$ cat src/rtl/slpctl_pkg.sv
package slpctl_pkg;

    localparam int REG_W      = 16;
    localparam int BYTE_W     = 8;
    localparam int SCI_BIT    = 0;
    localparam int SLP_EN_BIT = 13;
    localparam int TYP_LSB    = 10;
    localparam int TYP_W      = 3;

    typedef logic [REG_W-1:0] ctl_word_t;
    typedef logic [TYP_W-1:0] slp_type_t;

    typedef enum logic [1:0] {
        ACT_NONE,
        ACT_SHUTDOWN,
        ACT_SUSPEND,
        ACT_DISK
    } slp_act_e;

    typedef struct packed {
        logic      wide;
        logic      offset;
        ctl_word_t data;
    } wr_req_t;

    typedef struct packed {
        logic shutdown;
        logic suspend;
        logic disk;
    } req_pulse_t;

    // Merge a write into the current word according to its width and lane.
    function automatic ctl_word_t merge_write(input ctl_word_t cur, input wr_req_t w);
        ctl_word_t res;
        if (w.wide) begin
            res = w.data;
        end else if (w.offset) begin
            res = {w.data[BYTE_W-1:0], cur[BYTE_W-1:0]};
        end else begin
            res = {cur[REG_W-1:BYTE_W], w.data[BYTE_W-1:0]};
        end
        return res;
    endfunction

    // Map the sleep trigger and its type onto a request kind.
    function automatic slp_act_e classify(input logic trig, input slp_type_t typ,
                                          input slp_type_t disk_typ);
        slp_act_e act;
        if (!trig) begin
            act = ACT_NONE;
        end else if (typ == slp_type_t'(0)) begin
            act = ACT_SHUTDOWN;
        end else if (typ == slp_type_t'(1)) begin
            act = ACT_SUSPEND;
        end else if (typ == disk_typ) begin
            act = ACT_DISK;
        end else begin
            act = ACT_NONE;
        end
        return act;
    endfunction

endpackage

$ cat src/rtl/slpctl_wmerge.sv
module slpctl_wmerge
    import slpctl_pkg::*;
(
    input  ctl_word_t cur_word,
    input  wr_req_t   req,
    output ctl_word_t merged
);

    always_comb begin
        merged = merge_write(cur_word, req);
    end

endmodule

$ cat src/rtl/slpctl_decode.sv
module slpctl_decode
    import slpctl_pkg::*;
#(
    parameter int unsigned DISK_TYPE = 5
) (
    input  logic       clk,
    input  logic       rst,
    input  logic       wr_en,
    input  logic       trig,
    input  slp_type_t  typ,
    output req_pulse_t pulses
);

    localparam slp_type_t DISK_TYP_L = slp_type_t'(DISK_TYPE);

    slp_act_e   act;
    req_pulse_t pulse_d;
    req_pulse_t pulse_q;

    always_comb begin
        act              = wr_en ? classify(trig, typ, DISK_TYP_L) : ACT_NONE;
        pulse_d.shutdown = (act == ACT_SHUTDOWN) || pulse_q.disk;
        pulse_d.suspend  = (act == ACT_SUSPEND);
        pulse_d.disk     = (act == ACT_DISK);
    end

    always_ff @(posedge clk) begin
        if (rst) begin
            pulse_q <= '0;
        end else begin
            pulse_q <= pulse_d;
        end
    end

    assign pulses = pulse_q;


    susp_after_wr_chk: assert property (@(posedge clk) disable iff (rst)
        pulse_q.suspend |-> $past(wr_en));


    disk_then_shut_chk: assert property (@(posedge clk) disable iff (rst)
        pulse_q.disk |=> pulse_q.shutdown);

endmodule

$ cat src/rtl/slpctl_sci.sv
module slpctl_sci #(
    parameter bit NATIVE_ONLY = 1'b0
) (
    input  logic clk,
    input  logic rst,
    input  logic wr_en,
    input  logic wr_bit,
    input  logic cmd_on,
    input  logic cmd_off,
    output logic sci_q
);

    generate
        if (NATIVE_ONLY) begin : g_native
            logic unused_cmds;
            assign unused_cmds = cmd_on ^ cmd_off;

            always_ff @(posedge clk) begin
                if (rst) begin
                    sci_q <= 1'b1;
                end else if (wr_en) begin
                    sci_q <= wr_bit;
                end
            end


            cmd_ignored_chk: assert property (@(posedge clk) disable iff (rst)
                !wr_en |=> $stable(sci_q));
        end else begin : g_legacy
            always_ff @(posedge clk) begin
                if (rst) begin
                    sci_q <= 1'b0;
                end else if (cmd_on) begin
                    sci_q <= 1'b1;
                end else if (cmd_off) begin
                    sci_q <= 1'b0;
                end else if (wr_en) begin
                    sci_q <= wr_bit;
                end
            end


            cmd_on_sets_chk: assert property (@(posedge clk) disable iff (rst)
                cmd_on |=> sci_q);
        end
    endgenerate

endmodule

$ cat src/rtl/pm_sleep_ctl.sv
module pm_sleep_ctl
    import slpctl_pkg::*;
#(
    parameter int unsigned S4_TYPE   = 5,
    parameter bit          ACPI_ONLY = 1'b0
) (
    input  logic             clk,
    input  logic             rst,
    input  logic             wr_en,
    input  logic             wr_wide,
    input  logic             wr_offset,
    input  logic [REG_W-1:0] wr_data,
    input  logic             rd_offset,
    output logic [REG_W-1:0] rd_data,
    input  logic             sci_on_cmd,
    input  logic             sci_off_cmd,
    output logic             shutdown_req,
    output logic             suspend_req,
    output logic             disk_evt
);

    localparam int HI_W = REG_W - 1;

    ctl_word_t          word_q;
    ctl_word_t          merged;
    wr_req_t            req;
    logic [HI_W-1:0]    upper_q;
    logic               sci_q;
    req_pulse_t         pulses;

    assign req.wide   = wr_wide;
    assign req.offset = wr_offset;
    assign req.data   = wr_data;

    slpctl_wmerge u_merge (
        .cur_word (word_q),
        .req      (req),
        .merged   (merged)
    );

    slpctl_decode #(
        .DISK_TYPE (S4_TYPE)
    ) u_decode (
        .clk    (clk),
        .rst    (rst),
        .wr_en  (wr_en),
        .trig   (merged[SLP_EN_BIT]),
        .typ    (merged[TYP_LSB +: TYP_W]),
        .pulses (pulses)
    );

    slpctl_sci #(
        .NATIVE_ONLY (ACPI_ONLY)
    ) u_sci (
        .clk     (clk),
        .rst     (rst),
        .wr_en   (wr_en),
        .wr_bit  (merged[SCI_BIT]),
        .cmd_on  (sci_on_cmd),
        .cmd_off (sci_off_cmd),
        .sci_q   (sci_q)
    );

    // Bits above bit 0 are stored here; the trigger bit is dropped on the way in.
    always_ff @(posedge clk) begin
        if (rst) begin
            upper_q <= '0;
        end else if (wr_en) begin
            upper_q                 <= merged[REG_W-1:1];
            upper_q[SLP_EN_BIT - 1] <= 1'b0;
        end
    end

    assign word_q       = {upper_q, sci_q};
    assign rd_data      = rd_offset ? {{BYTE_W{1'b0}}, word_q[REG_W-1:BYTE_W]} : word_q;
    assign shutdown_req = pulses.shutdown;
    assign suspend_req  = pulses.suspend;
    assign disk_evt     = pulses.disk;


    slp_bit_hidden_chk: assert property (@(posedge clk) disable iff (rst)
        (rd_offset == 1'b0) |-> (rd_data[SLP_EN_BIT] == 1'b0));


    shut_cause_chk: assert property (@(posedge clk) disable iff (rst)
        shutdown_req |-> ($past(wr_en) || $past(disk_evt)));

endmodule

$ cat config.mk
export PLATFORM = sky130hd
export DESIGN_NAME = pm_sleep_ctl
export DESIGN_NICKNAME = d
export VERILOG_FILES = /design/src/rtl/slpctl_pkg.sv /design/src/rtl/slpctl_wmerge.sv /design/src/rtl/slpctl_decode.sv /design/src/rtl/slpctl_sci.sv /design/src/rtl/pm_sleep_ctl.sv
export SDC_FILE = /design/constraint.sdc
export NUM_CORES = 1
export LEC_CHECK = 0
export BUFFER_PORTS_ARGS = -buffer_cell sky130_fd_sc_hd__buf_4
export CORE_MARGIN = 1
export CORE_UTILIZATION = 44
export CTS_CLUSTER_DIAMETER = 120
export CTS_CLUSTER_SIZE = 14
export DETAILED_ROUTE_END_ITERATION = 6
export GPL_TIMING_DRIVEN = 0
export MAX_ROUTING_LAYER = met4
export PLACE_DENSITY = 0.75
export SYNTH_ARGS = -nofsm -noshare
export SYNTH_HDL_FRONTEND = slang
export SYNTH_HIERARCHICAL = 1
export SYNTH_SLANG_ARGS = --single-unit
$ cat constraint.sdc
create_clock -name clk -period 1.1 [get_ports clk]
set_input_delay 0.055 -clock clk [delete_from_list [all_inputs] [get_ports clk]]
set_output_delay 0.055 -clock clk [all_outputs]
set_load 0.01 [all_outputs]
==> results.cfg <==
[timing]
setup_slack_ps = -19.7
slew_violations = 0
hold_viol = 0
period_share_pct = 102
max_freq_mhz = 893
rsz0062_at_grt = yes
timing.hold.ws_ps = 1.02
min_period_ps = 1120
fin_worst_skew_ps = 1.70
setup_viol = 3

[route]
wire_per_inst_um = 14.6
vias = 968
drt_first_pass_iters = 4
drtIter0Drc = 12
wl_um = 2790
drc_errors = 0
ant_nets = 0
routed_via_density = 5.07

[setup_path]
rr_worst_depth = 4
cp_slowest_cell = dfxtp_2
path_class = register to register
r2r_end = u_decode/pulses[2]$_SDFF_PP0_
crit_path_end_kind = register
crit_path_cell_trace = mux2i_1 > o21ai_1 > nand3b_4 > o41ai_2
required_ps = 1310
rr_startpoint = upper_q[10]$_SDFFE_PP0P_
worst_path_largest_cell_delay_ps = 350
ff2ff_setup_slack_ps = -20
crit_path_start_kind = register
arrival_ps = 1330
path_max_fanout = 4

[logic_synthesis]
synth_cells = 112
syn_area_mm2 = 0.00116
ys_types = 21
synth_commonest_cells = 23 x mux2i_1, 18 x dfxtp_1, 14 x nor2_1
syn_avg_cell_area_um2 = 10.4
synth_flop_cell = dfxtp_1
synth-seq-cells = 18
synth_top_cell_area_share_pct = 31.0
synth.most_common_cell = mux2i_1
yosys.area.top_type = dfxtp_1
synth-edff-count = 0
yosys_warnings = 6
ys_top_cells_by_area = dfxtp_1 31%, mux2i_1 20%, mux2_4 13%
ys_seq_area_share_pct = 31.0
async_flop_share_pct = 0

[die]
rows = 18
start_util_pct = 46.9
die-area_mm2 = 0.00285
core-area_mm2 = 0.00248
chipWidth_um = 53.4
die_height_um = 53.4
ios = 43

[power_and_ir_drop]
powerDensity_mw_per_mm2 = 977
ir_drop_mv = 0.692
leakagePower_nw = 0.844

[layout]
diodes = 0
areaGrowthSynthToFinish_pct = 41.5
nNetsFinal = 186
final_layout_size_suffix_gt1_share_pct = 59.0
fin_util_pct = 66.3

[global_routing]
antenna_found_initial = 0
grt_pass1_vias = 941
grt_usage_pct = 22.4
gr-total-overflow = 0
grt_pass1_wl_um = 4360
grt_start_max_net_pins = 12

[min_path]
holdPathEnd = upper_q[13]$_SDFFE_PP0P_
hp-class = input pin to register
min_from = rst
hold_path_depth = 2

[cts]
cts_max_level = 1
root_buffer = clkbuf_4
clockBufferDepth = 2
cts_buffers = 3
clk_pin_slew_ps = 110
cts.sink_count = 18
insertion_delay_ps = 290
tritoncts = yes

[placement]
port-buffer-count = 39
dp_slack_ps = -144
gp_congestion = 0.793
hpwl_um = 1940

[run_status]
status = finished, violations left
violations = setup timing

[flow_run]
cap_violations = 0
-- flip-flops by register name, summed over array words and instances (netlist names) --
register	cells
u_sci/sci_q	1
u_decode/pulses	3
upper_q	14
-- worst max-delay path by stage --
stage	cells after the start	startpoint	slack, ps	end
after floorplan	4	upper_q[10]$_SDFFE_PP0P_	30	u_decode/pulses[0]$_SDFF_PP0_
after global placement	5	wr_wide	-160	u_decode/pulses[2]$_SDFF_PP0_
after detailed placement	5	wr_wide	-140	u_decode/pulses[0]$_SDFF_PP0_
after CTS	2	upper_q[9]$_SDFFE_PP0P_	0.5	rd_data[2]
after global routing	4	upper_q[10]$_SDFFE_PP0P_	-80	u_decode/pulses[2]$_SDFF_PP0_
final	4	upper_q[10]$_SDFFE_PP0P_	-20	u_decode/pulses[2]$_SDFF_PP0_
-- placed cells by master (no fill, tap or decap), drive strengths merged, types with 2 or more instances in the layout --
cell | netlist | routed
and2b | 8 | 8
buf | 8 | 50
clkbuf | 1 | 5
conb | 1 | 2
dfxtp | 18 | 18
dlygate4sd3 | 0 | 2
mux2 | 15 | 15
mux2i | 23 | 23
nand2 | 8 | 8
nand2b | 2 | 2
nor2 | 14 | 14
o21ai | 8 | 8
-- critical path, delay by kind of cell (launching register included) --
kind	cells	cell delay, ps
AND/OR/NAND/NOR	1	180
AO/OA/AOI/OAI	2	360
multiplexers	1	140
flip-flops	1	350
-- metal layers --
layer | vias up | share of wire [%] | track usage [%]
met5 | - | 0 | -
met4 | 0 | 0.29 | 8.77
met3 | 2 | 3.1 | 4.02
met2 | 29 | 49 | 36.9
met1 | 458 | 48 | 26.8
li1 | 479 | - | -
-- final cells by class --
cell class	instances	area [um2]
plain buffers	9	83.8
clock buffers	4	36.3
fillers	208	835
multi-input cells	86	747
flip-flops and latches	18	377
well taps	30	37.5
repair buffers	44	362
-- through the flow --
| stage | std cells | area (um2) | TNS [ps] | power [W] |
|---|---|---|---|---|
| 2_1_floorplan | 113 | 1160 | 0 | 0.000984 |
| 3_3_place_gp | 182 | 1500 | -759 | 0.00114 |
| 3_5_place_dp | 182 | 1500 | -756 | 0.00115 |
| 4_1_cts | 189 | 1570 | 0 | 0.00157 |
| 5_1_grt | 191 | 1640 | -384 | 0.00169 |
| 6_report | 191 | 1640 | -49.5 | 0.00161 |
-- repair_timing --
action | in CTS | in global routing
setup endpoints to repair | 8 | 10
pin swaps | 0 | 1
cloned | 0 | 0
hold endpoints to repair | 1 | 0
resized for setup | 8 | 21
buffers inserted | 1 | 2
hold buffers | 2 | 0
-- power breakdown --
| part | leakage [nW] | total, W | internal [W] | switching (W) |
|---|---|---|---|---|
| Clock | 0.0210 | 0.000416 | 0.000202 | 0.000214 |
| Combinational | 0.671 | 0.000466 | 0.000277 | 0.000189 |
| Sequential | 0.153 | 0.000724 | 0.000695 | 0.0000294 |
-- kinds of logic (layout without fill, tap and decap cells) --
kind of cell / Yosys count / in the layout / synth area share, %
buffers and inverters: 9 / 57 / 7.22
other: 1 / 2 / 0.323
flip-flops: 18 / 18 / 31.0
multiplexers: 38 / 38 / 37.6
AND/OR/NAND/NOR: 36 / 36 / 19.0
AO/OA/AOI/OAI: 10 / 10 / 4.85
No activity file was read; power rests on OpenSTA's default activity.
